<file path="config.mk">
export PLATFORM = sky130hd
export DESIGN_NAME = eaddr_gen
export DESIGN_NICKNAME = d
export VERILOG_FILES = /design/src/rtl/eag_pkg.sv /design/src/rtl/eag_ctrl.sv /design/src/rtl/eag_dp.sv /design/src/rtl/eaddr_gen.sv
export SDC_FILE = /design/constraint.sdc
export NUM_CORES = 1
export LEC_CHECK = 0
export BUFFER_PORTS_ARGS = -buffer_cell sky130_fd_sc_hd__buf_2
export CORE_MARGIN = 4
export CORE_UTILIZATION = 40
export DETAILED_ROUTE_END_ITERATION = 12
export PLACE_DENSITY = 0.65
export REMOVE_ABC_BUFFERS = 1
export SYNTH_ARGS = -nofsm -noshare
export SYNTH_HDL_FRONTEND = slang
export SYNTH_SLANG_ARGS = --single-unit
export TNS_END_PERCENT = 5
</file>
<file path="constraint.sdc">
create_clock -name clk -period 3.75 [get_ports clk]
set_input_delay 0.1875 -clock clk [delete_from_list [all_inputs] [get_ports clk]]
set_output_delay 0.1875 -clock clk [all_outputs]
set_load 0.01 [all_outputs]
</file>
<file path="src/rtl/eag_pkg.sv">
package eag_pkg;
  localparam int AW = 16;
  localparam int BW = 8;
  localparam int MW = 4;
  localparam int LW = 2;

  localparam logic [MW-1:0] AM_NONE  = 4'd0;
  localparam logic [MW-1:0] AM_ACC   = 4'd1;
  localparam logic [MW-1:0] AM_IMM   = 4'd2;
  localparam logic [MW-1:0] AM_ZP    = 4'd3;
  localparam logic [MW-1:0] AM_ZPX   = 4'd4;
  localparam logic [MW-1:0] AM_ZPY   = 4'd5;
  localparam logic [MW-1:0] AM_REL   = 4'd6;
  localparam logic [MW-1:0] AM_ABS   = 4'd7;
  localparam logic [MW-1:0] AM_ABSX  = 4'd8;
  localparam logic [MW-1:0] AM_ABSY  = 4'd9;
  localparam logic [MW-1:0] AM_IND   = 4'd10;
  localparam logic [MW-1:0] AM_PREX  = 4'd11;
  localparam logic [MW-1:0] AM_POSTY = 4'd12;

  typedef struct packed {
    logic finDirect;
    logic loadIn;
    logic rdLo;
    logic rdHi;
    logic capLo;
    logic finPtr;
  } eagStrobe_t;

  function automatic logic isPtrMode(input logic [MW-1:0] m);
    return (m == AM_IND) || (m == AM_PREX) || (m == AM_POSTY);
  endfunction

  function automatic logic [LW-1:0] lenOf(input logic [MW-1:0] m);
    logic [LW-1:0] r;
    case (m)
      AM_ABS, AM_ABSX, AM_ABSY, AM_IND: r = 2'd2;
      AM_IMM, AM_ZP, AM_ZPX, AM_ZPY, AM_REL, AM_PREX, AM_POSTY: r = 2'd1;
      default: r = 2'd0;
    endcase
    return r;
  endfunction
endpackage

</file>
<file path="src/rtl/eag_ctrl.sv">
module eag_ctrl
  import eag_pkg::*;
(
  input  logic          clk,
  input  logic          rstN,
  input  logic          start,
  input  logic [MW-1:0] mode,
  output eagStrobe_t    strb
);
  typedef enum logic [1:0] {S_IDLE, S_LO, S_HI, S_LAND} eagState_e;

  eagState_e state, nextState;

  always_ff @(posedge clk or negedge rstN) begin
    if (!rstN) state <= S_IDLE;
    else       state <= nextState;
  end

  always_comb begin
    strb      = '0;
    nextState = state;
    case (state)
      S_IDLE: begin
        if (start) begin
          if (isPtrMode(mode)) begin
            strb.loadIn = 1'b1;
            nextState   = S_LO;
          end else begin
            strb.finDirect = 1'b1;
          end
        end
      end
      S_LO: begin
        strb.rdLo = 1'b1;
        nextState = S_HI;
      end
      S_HI: begin
        strb.rdHi  = 1'b1;
        strb.capLo = 1'b1;
        nextState  = S_LAND;
      end
      S_LAND: begin
        strb.finPtr = 1'b1;
        nextState   = S_IDLE;
      end
      default: nextState = S_IDLE;
    endcase
  end
endmodule

</file>
<file path="src/rtl/eag_dp.sv">
module eag_dp
  import eag_pkg::*;
(
  input  logic          clk,
  input  logic          rstN,
  input  eagStrobe_t    strb,
  input  logic [MW-1:0] mode,
  input  logic [AW-1:0] operand,
  input  logic [BW-1:0] xIdx,
  input  logic [BW-1:0] yIdx,
  input  logic [AW-1:0] pc,
  input  logic          branchTaken,
  input  logic [BW-1:0] memData,
  output logic          memRd,
  output logic [AW-1:0] memAddr,
  output logic [AW-1:0] effAddr,
  output logic          done,
  output logic [LW-1:0] opLen
);
  localparam int HW = AW - BW;

  logic [MW-1:0] modeQ;
  logic [AW-1:0] operandQ;
  logic [BW-1:0] xQ, yQ, loQ;
  logic [AW-1:0] directAddr, ptrLoAddr, ptrHiAddr, ptrResult;
  logic [BW-1:0] zpBase;

  assign opLen = lenOf(mode);

  // direct modes, computed from the live inputs
  always_comb begin
    case (mode)
      AM_ZP:   directAddr = {{HW{1'b0}}, operand[BW-1:0]};
      AM_ZPX:  directAddr = {{HW{1'b0}}, BW'(operand[BW-1:0] + xIdx)};
      AM_ZPY:  directAddr = {{HW{1'b0}}, BW'(operand[BW-1:0] + yIdx)};
      AM_ABS:  directAddr = operand;
      AM_ABSX: directAddr = operand + {{HW{1'b0}}, xIdx};
      AM_ABSY: directAddr = operand + {{HW{1'b0}}, yIdx};
      AM_REL:  directAddr = branchTaken
                 ? pc + {{HW{operand[BW-1]}}, operand[BW-1:0]}
                 : pc;
      default: directAddr = '0;
    endcase
  end

  // pointer location, computed from the captured request
  always_comb begin
    zpBase = (modeQ == AM_PREX) ? BW'(operandQ[BW-1:0] + xQ) : operandQ[BW-1:0];
    if (modeQ == AM_IND) begin
      ptrLoAddr = operandQ;
      ptrHiAddr = operandQ + AW'(1);
    end else begin
      ptrLoAddr = {{HW{1'b0}}, zpBase};
      ptrHiAddr = {{HW{1'b0}}, BW'(zpBase + BW'(1))};
    end
  end

  always_comb begin
    ptrResult = {memData, loQ};
    if (modeQ == AM_POSTY) ptrResult = {memData, loQ} + {{HW{1'b0}}, yQ};
  end

  assign memRd   = strb.rdLo | strb.rdHi;
  assign memAddr = strb.rdLo ? ptrLoAddr : (strb.rdHi ? ptrHiAddr : '0);

  always_ff @(posedge clk or negedge rstN) begin
    if (!rstN) begin
      modeQ    <= AM_NONE;
      operandQ <= '0;
      xQ       <= '0;
      yQ       <= '0;
      loQ      <= '0;
    end else begin
      if (strb.loadIn) begin
        modeQ    <= mode;
        operandQ <= operand;
        xQ       <= xIdx;
        yQ       <= yIdx;
      end
      if (strb.capLo) loQ <= memData;
    end
  end

  always_ff @(posedge clk or negedge rstN) begin
    if (!rstN) begin
      effAddr <= '0;
      done    <= 1'b0;
    end else begin
      done <= strb.finDirect | strb.finPtr;
      if (strb.finDirect)   effAddr <= directAddr;
      else if (strb.finPtr) effAddr <= ptrResult;
    end
  end
endmodule

</file>
<file path="src/rtl/eaddr_gen.sv">
module eaddr_gen
  import eag_pkg::*;
(
  input  logic          clk,
  input  logic          rstN,
  input  logic          start,
  input  logic [MW-1:0] mode,
  input  logic [AW-1:0] operand,
  input  logic [BW-1:0] xIdx,
  input  logic [BW-1:0] yIdx,
  input  logic [AW-1:0] pc,
  input  logic          branchTaken,
  input  logic [BW-1:0] memData,
  output logic          memRd,
  output logic [AW-1:0] memAddr,
  output logic [AW-1:0] effAddr,
  output logic          done,
  output logic [LW-1:0] opLen
);
  eagStrobe_t strb;

  eag_ctrl u_ctrl (
    .clk   (clk),
    .rstN  (rstN),
    .start (start),
    .mode  (mode),
    .strb  (strb)
  );

  eag_dp u_dp (
    .clk         (clk),
    .rstN        (rstN),
    .strb        (strb),
    .mode        (mode),
    .operand     (operand),
    .xIdx        (xIdx),
    .yIdx        (yIdx),
    .pc          (pc),
    .branchTaken (branchTaken),
    .memData     (memData),
    .memRd       (memRd),
    .memAddr     (memAddr),
    .effAddr     (effAddr),
    .done        (done),
    .opLen       (opLen)
  );
endmodule

</file>
==> summary.txt, run 1 <==
Status - finished clean
EDFF count, synth - 0
Number of port buffers - 99
Dpl hpwl - 15.44 mm
Layout area overhead - 15.35%
Crit path kind - register to primary output
Sequential share of the synthesized area - 23.85%
Worst hold slack - 0.1222 ns
Global-route wire length before repair - 31.32 mm
Max Cap Viol - 0
Post-layout nets - 981
Setup TNS - 0 ns
CP Cell Sequence - ha_1, inv_1, fa_1, xnor2_1, mux2i_2, a2111oi_4, nand2_1, nor4_2, nor3_1, a311o_1, buf_2
Worst hold start - yIdx[6]
Hold Violations, Final - 0
Die H - 136.5 um
Normalized max-slew margin - 38.22%
All-Layer GR Usage - 21.04%
Iter 0 DRT Violations - 379
Post-synth ARST share - 100.0%
CTS tree - built
Diode count - 0
Pwr per Cell Area - 675.4 mW/mm^2
Fmax achieved - 306.4 MHz
Reg-to-Reg Start - u_dp.loQ[0]$_DFFE_PN0P_
Vias in the first global route - 6092
Yosys cell types - 83
# Post-CTS Setup Buffers - 0
Pwr Total - 0.005149 W
HP Class - input pin to register
Chip width - 136.5 um
Antenna Nets Post-Route - 0
I/O pin cnt - 100
Per-cell routed wire length - 17.79 um
RSZ-0062 raised after global routing - false
Crit. End Element - primary output
Hold path cells - 2
Worst path max stage delay - 0.42 ns
Footprint of the multi-input gates - 0.004803 sq mm
Top_reg_cell synth - dfrtp_1
Synthesized cell area - 0.006609 sq mm
R2R Path End - u_dp.effAddr[12]$_DFFE_PN0P_
TritonRoute pass-1 iters - 5
Die ar. - 0.01864 sq mm
Post-cts resize count - 0
Filler cell count - 1601
Initial antenna violation count - 1
Crit path max-delay family - adder cells
Rows - 46
Vias per cell - 5.774
Yosys reg bits - 63
Skew-Pair Late Insertion Delay - 0.33 ns
Initial Utilization - 41.16%
Cells after Synth - 761
Detailed-route DRC error count - 0
Final period util - 87.03%
Clock Tree Root - clkbuf_16
Worst Path Buf+Inv - 2
Clk sinks - 63
Clock-pin slew on the worst setup and hold paths - 0.05 ns
Total wire length - 19.16 mm
Slew Limit Fails - 0
Final Skew - 0.007704 ns
Critical path's slowest cell - dfrtp_1
Core area - 0.01606 sq mm
Largest net degree at the start of global routing - 40
Routability cong. - 0.9350
FF-to-FF path depth - 10
Htree depth - 3
Slew of the pin with the lowest slew margin - 0.9267 ns
Via count - 6219
Critical path fanouts, max - 5
Worst Setup Start Kind - register
Fin worst setup slack - 0.4864 ns
Deepest clock path buffer count - 2
Min cycle time layout - 3.264 ns
Total CTS buffers - 9
Ys Warns - 0
GR Overflow Total - 0
Seq. cell area - 0.001577 sq mm
# setup viols final - 0
Leakage - 3.323 nW
WHS Endpoint - u_dp.yQ[6]$_DFFE_PN0P_
Max IR drop VDD - 0.3013 mV
R2R Setup Slk - 0.50 ns
Hold-fix buffers, CTS - 1
Setup WS pre-CTS - 0.2624 ns
Crit path DAT - 3.08 ns
Mean area per synthesized cell - 8.684 sq um
Crit path required time - 3.56 ns
Share of cells above drive strength 1 - 24.16%
[per-layer routing]
| layer | vias to the layer above | share of wire [%] | GRT usage (%) |
|---|---|---|---|
| met2 | 183 | 47 | 35.38 |
| li1 | 3072 | - | - |
| met5 | - | 0.063 | 0 |
| met4 | 2 | 1.7 | 5.039 |
| met3 | 23 | 4.9 | 2.426 |
| met1 | 2939 | 46 | 28.96 |
[power breakdown]
group          leakage [nW]  internal [W]  total, W  switching (W)
logic                  2.43       0.00134   0.00305        0.00170
registers             0.764       0.00103   0.00136       0.000331
clock network         0.131      0.000457  0.000744       0.000288
[final cells by class]
| type | count | share of cell area (%) |
|---|---|---|
| clock buffers | 11 | 3.184 |
| repair buffers | 112 | 7.812 |
| inverters | 30 | 1.477 |
| multi-input cells | 641 | 63.01 |
| clock inverters | 4 | 0.2954 |
| flip-flops and latches | 63 | 20.68 |
| well taps | 216 | 3.545 |
[registers in the layout (all words and copies together) (netlist names)]
| register | count |
|---|---|
| u_ctrl.state | 2 |
| u_dp.effAddr | 16 |
| u_dp.done | 1 |
| u_dp.operandQ | 16 |
| u_dp.loQ | 8 |
| u_dp.modeQ | 4 |
| u_dp.xQ | 8 |
| u_dp.yQ | 8 |
[cells in the mapped netlist (3+ instances only)]
| cell type | count | area share, % |
|---|---|---|
| a21oi_1 | 49 | 3.7 |
| a222oi_1 | 4 | 0.61 |
| buf_2 | 3 | 0.23 |
| nand4_1 | 6 | 0.57 |
| o211ai_1 | 10 | 1.1 |
| nor2b_1 | 9 | 0.85 |
| o2bb2ai_1 | 3 | 0.40 |
| ha_1 | 55 | 10 |
| xnor2_1 | 22 | 2.9 |
| nand2_1 | 64 | 3.6 |
| o21a_1 | 10 | 1.1 |
| o22a_1 | 5 | 0.66 |
| and2_1 | 13 | 1.2 |
| or3_1 | 11 | 1.0 |
| nand3b_1 | 7 | 0.80 |
| and4_1 | 3 | 0.40 |
| a22oi_1 | 5 | 0.57 |
| nand3_1 | 16 | 1.2 |
| a31oi_1 | 17 | 1.6 |
| xor2_1 | 16 | 2.1 |
| nor3_1 | 21 | 1.6 |
| inv_1 | 30 | 1.7 |
| mux2i_1 | 13 | 2.0 |
| a2111o_1 | 3 | 0.51 |
| or2_2 | 3 | 0.28 |
| o221ai_1 | 3 | 0.40 |
| a221oi_1 | 4 | 0.53 |
| or4_1 | 4 | 0.45 |
| clkbuf_1 | 20 | 1.1 |
| nor4_1 | 3 | 0.28 |
| nand4b_1 | 3 | 0.40 |
| a21boi_0 | 4 | 0.45 |
| a211oi_1 | 13 | 1.5 |
| o21ai_0 | 52 | 3.9 |
| and3_1 | 7 | 0.66 |
| nor2_1 | 43 | 2.4 |
| nor3b_1 | 4 | 0.45 |
| mux2_2 | 63 | 11 |
| dfrtp_1 | 63 | 24 |
| a21o_1 | 8 | 0.91 |
| fa_1 | 5 | 1.5 |
| nand2b_1 | 9 | 0.85 |
| o22ai_1 | 5 | 0.47 |
[layout by cell type (no fill, tap or decap), types with 10 or more instances in the layout]
cell,synthesis,layout
o211ai_1,10,10
a211oi_1,13,13
nor2_1,43,43
mux2i_1,13,13
ha_1,55,55
nor3_1,21,21
buf_4,1,12
buf_2,3,99
a21oi_1,49,49
xnor2_1,22,22
nand3_1,16,16
o21a_1,10,10
xor2_1,16,16
dfrtp_1,63,63
mux2_2,63,63
o21ai_0,52,52
and2_1,13,13
nand2_1,64,64
or3_1,11,11
a31oi_1,17,17
inv_1,30,30
[stage by stage]
| stage | cell area, sq um | cells | utilization [%] |
|---|---|---|---|
| 6_report | 7624 | 1077 | 47.48 |
| 5_1_grt | 7624 | 1077 | 47.48 |
| 4_1_cts | 7624 | 1077 | 47.48 |
| 3_5_place_dp | 7348 | 1061 | 45.76 |
| 3_3_place_gp | 7348 | 1061 | 45.76 |
| 2_1_floorplan | 6492 | 734 | - |
[worst max-delay path by stage]
stage	slack [ns]	end	startpoint	cells past startpoint
after floorplan	0.17	u_dp.effAddr[11]$_DFFE_PN0P_	mode[2]	13
after global placement	0.33	u_dp.effAddr[12]$_DFFE_PN0P_	mode[2]	15
after detailed placement	0.26	u_dp.effAddr[11]$_DFFE_PN0P_	mode[2]	14
after CTS	0.49	memAddr[7]	u_dp.operandQ[0]$_DFFE_PN0P_	11
after global routing	0.18	memAddr[7]	u_dp.operandQ[0]$_DFFE_PN0P_	11
final	0.49	memAddr[7]	u_dp.operandQ[0]$_DFFE_PN0P_	11
[logic make-up (layout without fill, tap and decap cells)]
| kind of cell | Yosys count | in the layout | synth area share, % |
|---|---|---|---|
| flops | 63 | 63 | 23.85 |
| fa+ha+maj | 61 | 61 | 12.08 |
| xor+xnor | 38 | 38 | 5.036 |
| simple gates | 236 | 236 | 18.61 |
| mux | 77 | 77 | 12.91 |
| buf+inv | 57 | 157 | 3.465 |
| compound gates | 229 | 229 | 24.04 |
Power figures use the tool's default switching activity.
==> run 2: changes to the inputs <==
--- a/config.mk
+++ b/config.mk
@@ -7,11 +7,10 @@
 export LEC_CHECK = 0
 export BUFFER_PORTS_ARGS = -buffer_cell sky130_fd_sc_hd__buf_2
 export CORE_MARGIN = 4
-export CORE_UTILIZATION = 40
+export CORE_UTILIZATION = 59
 export DETAILED_ROUTE_END_ITERATION = 12
-export PLACE_DENSITY = 0.65
+export PLACE_DENSITY = 0.88
 export REMOVE_ABC_BUFFERS = 1
 export SYNTH_ARGS = -nofsm -noshare
 export SYNTH_HDL_FRONTEND = slang
 export SYNTH_SLANG_ARGS = --single-unit
-export TNS_END_PERCENT = 5
==> run 2 against run 1 <==
  * First-iteration DRC count rose by 40%
  * Wire length fell by 3.4%
  * Non-clock buffer count fell by 3
  * Global-route usage rose by 7.5 points
  * Count of clock-buffer cells in the layout rose by 2
  * Via count rose by 2.9%
  * Utilization rose by 21 points
  * Clock power fell by 31%
  * Largest power group unchanged
  * Highest routed layer unchanged
  * Worst hold slack got worse by 0.011 ns
  * Sequential cell count did not move
  * Sequential share of layout area rose by 0.61 points
  * Cell count fell by 7.4%
==> summary.txt, run 2 (synthesis gave the netlist of run 1 again) <==
Status - finished clean
Post-cts resize count - 0 (unchanged)
Total wire length - 18.50 mm (-3.4%)
Post-Layout Cell Count - 997 (-7.4%)
Most frequent cells in the layout - buf_2, nand2_1, mux2_2, dfrtp_1, ha_1
Vias per cell - 6.420 (+11%)
Die H - 113.8 um (-17%)
Max IR drop VDD - 0.3414 mV (+13%)
Crit path kind - register to primary output
# Post-CTS Setup Buffers - 0 (unchanged)
Htree depth - 3 (unchanged)
All-Layer GR Usage - 28.59% (+7.5 points)
TritonRoute pass-1 iters - 5 (unchanged)
Crit path launch - u_dp.operandQ[0]$_DFFE_PN0P_
Hold-fix buffers, CTS - 1 (unchanged)
Worst hold start - memData[7]
Die ar. - 0.01296 sq mm (-30%)
Crit. End Element - primary output
Dpl hpwl - 14.71 mm (-4.7%)
Setup WS pre-CTS - 0.2921 ns (+0.02973 ns)
Final Skew - 0.009941 ns (+0.002237 ns)
Via count - 6401 (+2.9%)
Fin worst setup slack - 0.4755 ns (-0.01092 ns)
Vias in the first global route - 6170 (+1.3%)
Antenna Nets Post-Route - 0 (unchanged)
Deepest clock path buffer count - 2 (unchanged)
Share of cells above drive strength 1 - 23.69% (-0.47 points)
Critical path fanouts, max - 5 (unchanged)
Slew of the pin with the lowest slew margin - 0.9001 ns (-0.02667 ns)
Total CTS buffers - 9 (unchanged)
Placed Instances - 982 (-7.4%)
Normalized max-slew margin - 40.00% (+1.8 points)
Routability cong. - 0.9814 (+5.0%)
Detailed-route DRC error count - 0 (unchanged)
Initial antenna violation count - 1 (unchanged)
Top flop regs - u_dp.effAddr x16, u_dp.operandQ x16
R2R Setup Slk - 0.65 ns (+0.15 ns)
Slew Limit Fails - 0 (unchanged)
Setup TNS - 0 ns (unchanged)
Chip width - 113.8 um (-17%)
CTS tree - built
GR Overflow Total - 0 (unchanged)
Worst Setup Start Kind - register
Max Cap Viol - 0 (unchanged)
Placed inst area - 0.007231 sq mm (-1.6%)
RSZ-0062 raised after global routing - false
Filler cell count - 917 (-43%)
Clock Tree Root - clkbuf_8
Hold Violations, Final - 0 (unchanged)
Crit path DAT - 3.09 ns (about the same)
Skew-Pair Late Insertion Delay - 0.35 ns (+0.02 ns)
Min cycle time layout - 3.274 ns (+0.01092 ns)
HP Class - input pin to register
Rows - 38 (-17%)
Fmax achieved - 305.4 MHz (-0.33%)
Fin util - 68.01% (+21 points)
Diode count - 0 (unchanged)
Number of port buffers - 99 (unchanged)
Pwr per Cell Area - 667.6 mW/mm^2 (-1.2%)
Post-layout nets - 978 (-0.31%)
Non-Filler Cell Area, Final - 0.007405 sq mm (-2.9%)
Crit path required time - 3.56 ns (about the same)
Iter 0 DRT Violations - 531 (+40%)
Core area - 0.01089 sq mm (-32%)
Initial Utilization - 60.70% (+20 points)
Global-route wire length before repair - 30.03 mm (-4.1%)
Per-cell routed wire length - 18.56 um (+4.3%)
Layout area overhead - 12.04%
Leakage - 3.263 nW (-1.8%)
Reg-to-Reg Start - u_dp.yQ[0]$_DFFE_PN0P_
Largest net degree at the start of global routing - 39 (-2.5%)
# setup viols final - 0 (unchanged)
Most common cell after layout, fill and taps aside - buf_2
I/O pin cnt - 100 (unchanged)
Final period util - 87.32% (+0.29 points)
Clk sinks - 63 (unchanged)
Clock-pin slew on the worst setup and hold paths - 0.06 ns (about the same)
[run 2: worst paths after layout]
kind                                                end  depth (start not counted)
min reg2reg                u_dp.effAddr[15]$_DFFE_PN0P_                          2
min                             u_dp.loQ[7]$_DFFE_PN0P_                          2
max in group asynchronous        u_dp.xQ[3]$_DFFE_PN0P_                          3
max reg2reg                u_dp.effAddr[12]$_DFFE_PN0P_                         10
max                                          memAddr[7]                         11
min in group asynchronous  u_dp.effAddr[12]$_DFFE_PN0P_                          2
[run 2: metal layers]
layer  share of wire, %  GRT usage, %  vias to the layer above
li1                   -             -                     3052
met1                 41         36.34                     3033
met2                 49         49.78                      261
met3                7.2         4.297                       53
met4                2.9         9.580                        2
met5              0.070             0                        -
[run 2: area by class of cell]
class                           instances  area [sq um]  area share, %
Multi-Input combinational cell        641          4803          64.87
Sequential cell                        63          1577          21.29
Timing Repair Buffer                  109         573.1          7.739
Tap cell                              140         175.2          2.366
Clock buffer                           13         158.9          2.146
Inverter                               30         112.6          1.521
Clock inverter                          1         5.005        0.06759
[run 2: report_power, final]
part / switching [W] / total, W / internal (W) / leakage (nW)
Combinational: 0.00171 / 0.00306 / 0.00135 / 2.41
Clock: 0.000249 / 0.000517 / 0.000268 / 0.0854
Sequential: 0.000343 / 0.00137 / 0.00103 / 0.764
[run 2: worst max-delay path, stage by stage, from the launching register on]
cell       delay, ns
dfrtp_1         0.42
ha_1            0.23
inv_1           0.07
fa_1            0.40
xnor2_1         0.18
mux2i_2         0.15
a2111oi_4       0.28
nand2_1         0.15
nor4_2          0.36
nor3_1          0.09
a311o_1         0.27
buf_2           0.14
[run 2: stage by stage]
step | power, W | hold slack [ns]
after floorplan | 0.003512 | -0.1081
after CTS | 0.004914 | 0.1016
final | 0.004943 | 0.1116
after global routing | 0.005357 | 0.1203
after global placement | 0.004246 | 0.2726
after detailed placement | 0.004372 | 0.2829
==> run 3: changes to the inputs <==
--- a/config.mk
+++ b/config.mk
@@ -9,8 +9,10 @@
 export CORE_MARGIN = 4
 export CORE_UTILIZATION = 59
 export DETAILED_ROUTE_END_ITERATION = 12
-export PLACE_DENSITY = 0.88
+export PLACE_DENSITY_LB_ADDON = 0.05
 export REMOVE_ABC_BUFFERS = 1
+export SLEW_MARGIN = 10
 export SYNTH_ARGS = -nofsm -noshare
 export SYNTH_HDL_FRONTEND = slang
+export SYNTH_HIERARCHICAL = 1
 export SYNTH_SLANG_ARGS = --single-unit
==> run 3 against run 2 <==
  * Maximum frequency down 2.5%
  * Highest routed layer is now met4
  * Utilization rose by 0.41 points
  * Count of clock-buffer cells in the layout fell by 1
  * Combinational power shrank 6.9%
  * First-iteration DRC count grew 9.6%
  * Critical path type is now input pin to register
  * Register-to-register slack gained 0.49 ns
  * Largest cell class unchanged
  * Worst hold slack worse by 0.025 ns
==> summary.txt, run 3 <==
Initial antenna violation count - 0 (-1)
Core area - 0.01084 sq mm (-0.44%)
Crit path depth - 16 (+5)
Crit. End Element - register
HP Class - input pin to register
Internal - 0.002693 W (+2.0%)
Layout area overhead - 13.50%
Top cell type by total area after synthesis - dfrtp_1
Slew of the pin with the lowest slew margin - 0.9137 ns (+0.01367 ns)
Reg-to-Reg Start - u_ctrl/state[1]$_DFFE_PN0P_
Final period util - 89.56% (+2.2 points)
R2R Setup Slk - 1.14 ns (+0.49 ns)
Count leader, synth - dfrtp_1
Global-route wire length before repair - 31.67 mm (+5.5%)
Top_reg_cell synth - dfrtp_1
Worst hold slack - 0.08703 ns (-0.02461 ns)
Max Used Layer - met4
Deepest clock path buffer count - 2 (unchanged)
Post-synth ARST share - 100.0% (unchanged)
All-Layer GR Usage - 30.92% (+2.3 points)
Total wire length - 19.89 mm (+7.5%)
Min cycle time layout - 3.359 ns (+0.08420 ns)
Share of cells above drive strength 1 - 23.15% (-0.54 points)
Post-layout nets - 984 (+0.61%)
Crit path kind - input pin to register
Number of port buffers - 99 (unchanged)
Fin worst setup slack - 0.3913 ns (-0.08420 ns)
Detailed-route DRC error count - 0 (unchanged)
Commonest cells in the netlist - dfrtp_1, nand2_1, nor2_1, ha_1, mux2_2
Filler cell count - 918 (+0.11%)
Seq. cell area - 0.001577 sq mm (unchanged)
Synthesized cell area - 0.006535 sq mm (-1.1%)
Die H - 113.2 um (-0.52%)
WHS Endpoint - u_dp/loQ[7]$_DFFE_PN0P_
Critical path fanouts, max - 13 (+8)
Final Skew - 0.01345 ns (+0.003512 ns)
TritonRoute pass-1 iters - 5 (unchanged)
Metal2 WL - 9.530 mm (+4.6%)
Pwr Total - 0.004886 W (-1.2%)
Crit path DAT - 3.60 ns (+0.51 ns)
Die ar. - 0.01282 sq mm (-1.0%)
Antenna Nets Post-Route - 0 (unchanged)
# setup viols final - 0 (unchanged)
Setup WS pre-CTS - 0.1130 ns (-0.1791 ns)
I/O pin cnt - 100 (unchanged)
Pwr per Cell Area - 658.8 mW/mm^2 (-1.3%)
R2R Path End - u_dp/effAddr[8]$_DFFE_PN0P_
Post-Route M1 WL - 8.471 mm (+13%)
Crit path required time - 4.00 ns (+0.44 ns)
EDFF count, synth - 0 (unchanged)
FF-to-FF path depth - 9 (-1)
Worst path max stage delay - 0.39 ns (-0.03 ns)
Total CTS buffers - 9 (unchanged)
Vias per cell - 6.357 (-0.99%)
Setup TNS - 0 ns (unchanged)
Crit path max-delay family - compound AO/OA/AOI/OAI gates
Most frequent cells in the layout - buf_2, dfrtp_1, nand2_1
Via count - 6382 (-0.30%)
Initial Utilization - 60.28% (-0.41 points)
Status - finished clean
Cells after Synth - 765 (+0.53%)
Sequential share of the synthesized area - 24.12% (+0.27 points)
Critical path's slowest cell - mux2_2
Worst hold start - memData[7]
Routability cong. - 0.9403 (-4.2%)
GR Overflow Total - 0 (unchanged)
Diode count - 0 (unchanged)
RSZ-0062 raised after global routing - false
Normalized max-slew margin - 39.08% (-0.91 points)
Slew Limit Fails - 0 (unchanged)
Hold Violations, Final - 0 (unchanged)
Area share of the largest cell type after synthesis - 24.12% (+0.27 points)
Htree depth - 3 (unchanged)
Fmax achieved - 297.7 MHz (-2.5%)
Leakage - 3.352 nW (+2.7%)
Area contributors post-synth - dfrtp_1, ha_1, mux2_2, o21ai_0, a21oi_1
Yosys reg bits - 63 (unchanged)
Clk sinks - 63 (unchanged)
Rows - 38 (unchanged)
Most common cell after layout, fill and taps aside - buf_2
Max Cap Viol - 0 (unchanged)
Sw Pwr - 0.002194 W (-4.8%)
Max IR drop VDD - 0.5128 mV (+50%)
Hold path cells - 2 (unchanged)
Clock-pin slew on the worst setup and hold paths - 0.08 ns (+0.02 ns)
Skew-Pair Late Insertion Delay - 0.35 ns (about the same)
Footprint of the multi-input gates - 0.004722 sq mm (-1.7%)
Net Sw Frac - 44.89% (-1.7 points)
Largest net degree at the start of global routing - 41 (+5.1%)
Chip width - 113.2 um (-0.52%)
Worst Path Buf+Inv - 2 (unchanged)
Fraction of power consumed by combinational cells - 58.4% (-3.5 points)
Clock Tree Root - clkbuf_8
Clock Power Share - 13.6% (+3.1 points)
Top flop regs - u_dp/effAddr x16, u_dp/operandQ x16
CTS tree - built
Met3 WL - 1.353 mm (+1.8%)
Worst Setup Start Kind - input pin
Vias in the first global route - 6204 (+0.55%)
Sequential Power Share - 28.0% (+0.3 points)
Iter 0 DRT Violations - 582 (+9.6%)
Dpl hpwl - 15.86 mm (+7.8%)
CP Cell Sequence - buf_2, nand2b_1, nor2_1, and2_1, mux2_2, ha_1, inv_1, fa_1, nor2b_1, o21ai_0, a21boi_0, o21a_1, or3_1, a31oi_1, a21oi_1, a211o_1
Ys Warns - 6 (+6)
# Post-CTS Setup Buffers - 0 (unchanged)
Per-cell routed wire length - 19.81 um (+6.8%)
Mean area per synthesized cell - 8.543 sq um (-1.6%)
Yosys cell types - 75 (-9.6%)
run 3: how the worst max path moves through the flow:
stage                                            start                      endpoint  slack [ns]
after floorplan                                mode[1]  u_dp/effAddr[10]$_DFFE_PN0P_        0.09
after global placement                         mode[3]   u_dp/effAddr[6]$_DFFE_PN0P_        0.27
after detailed placement                       mode[3]   u_dp/effAddr[6]$_DFFE_PN0P_        0.11
after CTS                 u_dp/operandQ[0]$_DFFE_PN0P_                    memAddr[7]        0.48
after global routing                           mode[3]   u_dp/effAddr[6]$_DFFE_PN0P_        0.23
final                                          mode[3]   u_dp/effAddr[6]$_DFFE_PN0P_        0.39
run 3: metal layers:
layer / vias to the layer above / track usage [%]
met5: - / 0
met4: 0 / 10.10
met3: 43 / 4.973
met2: 289 / 52.57
met1: 3020 / 40.18
li1: 3030 / -
run 3: repair_timing:
| action | 4_1_cts | 5_1_grt |
|---|---|---|
| gates resized for setup | 0 | 0 |
| hold buffers | 1 | 0 |
| hold endpoints to repair | 36 | 0 |
run 3: power groups by stage:
stage | Sequential (W) | Clock (W) | Combinational, W
final | 0.00137 | 0.000663 | 0.00285
after global routing | 0.00142 | 0.000698 | 0.00314
after CTS | 0.00137 | 0.000670 | 0.00282
after detailed placement | 0.00138 | 0 | 0.00280
after global placement | 0.00135 | 0 | 0.00269
after floorplan | 0.00131 | 0 | 0.00203
run 3: area by class of cell:
class / instances / area share, %
flip-flops and latches: 63 / 21.26
multi-input cells: 639 / 63.66
well taps: 140 / 2.362
clock buffers: 12 / 1.957
clock inverters: 3 / 0.9109
inverters: 34 / 1.721
repair buffers: 113 / 8.131
run 3: stage by stage:
step	cell area, sq um	util, %	std cells
floorplan	6417	-	736
global placement	7194	66.37	988
detailed placement	7194	66.37	988
CTS	7417	68.42	1004
global route	7417	68.42	1004
finish	7417	68.42	1004
run 3: cells by family (layout without fill, tap and decap cells):
group           after synthesis  count (layout)  synth area share [%]
compound gates              228             228                 23.97
simple gates                244             244                 19.18
flops                        63              63                 24.12
fa+ha+maj                    60              60                 12.06
mux                          73              73                 12.23
xor+xnor                     34              34                 4.672
buf+inv                      63             162                 3.753
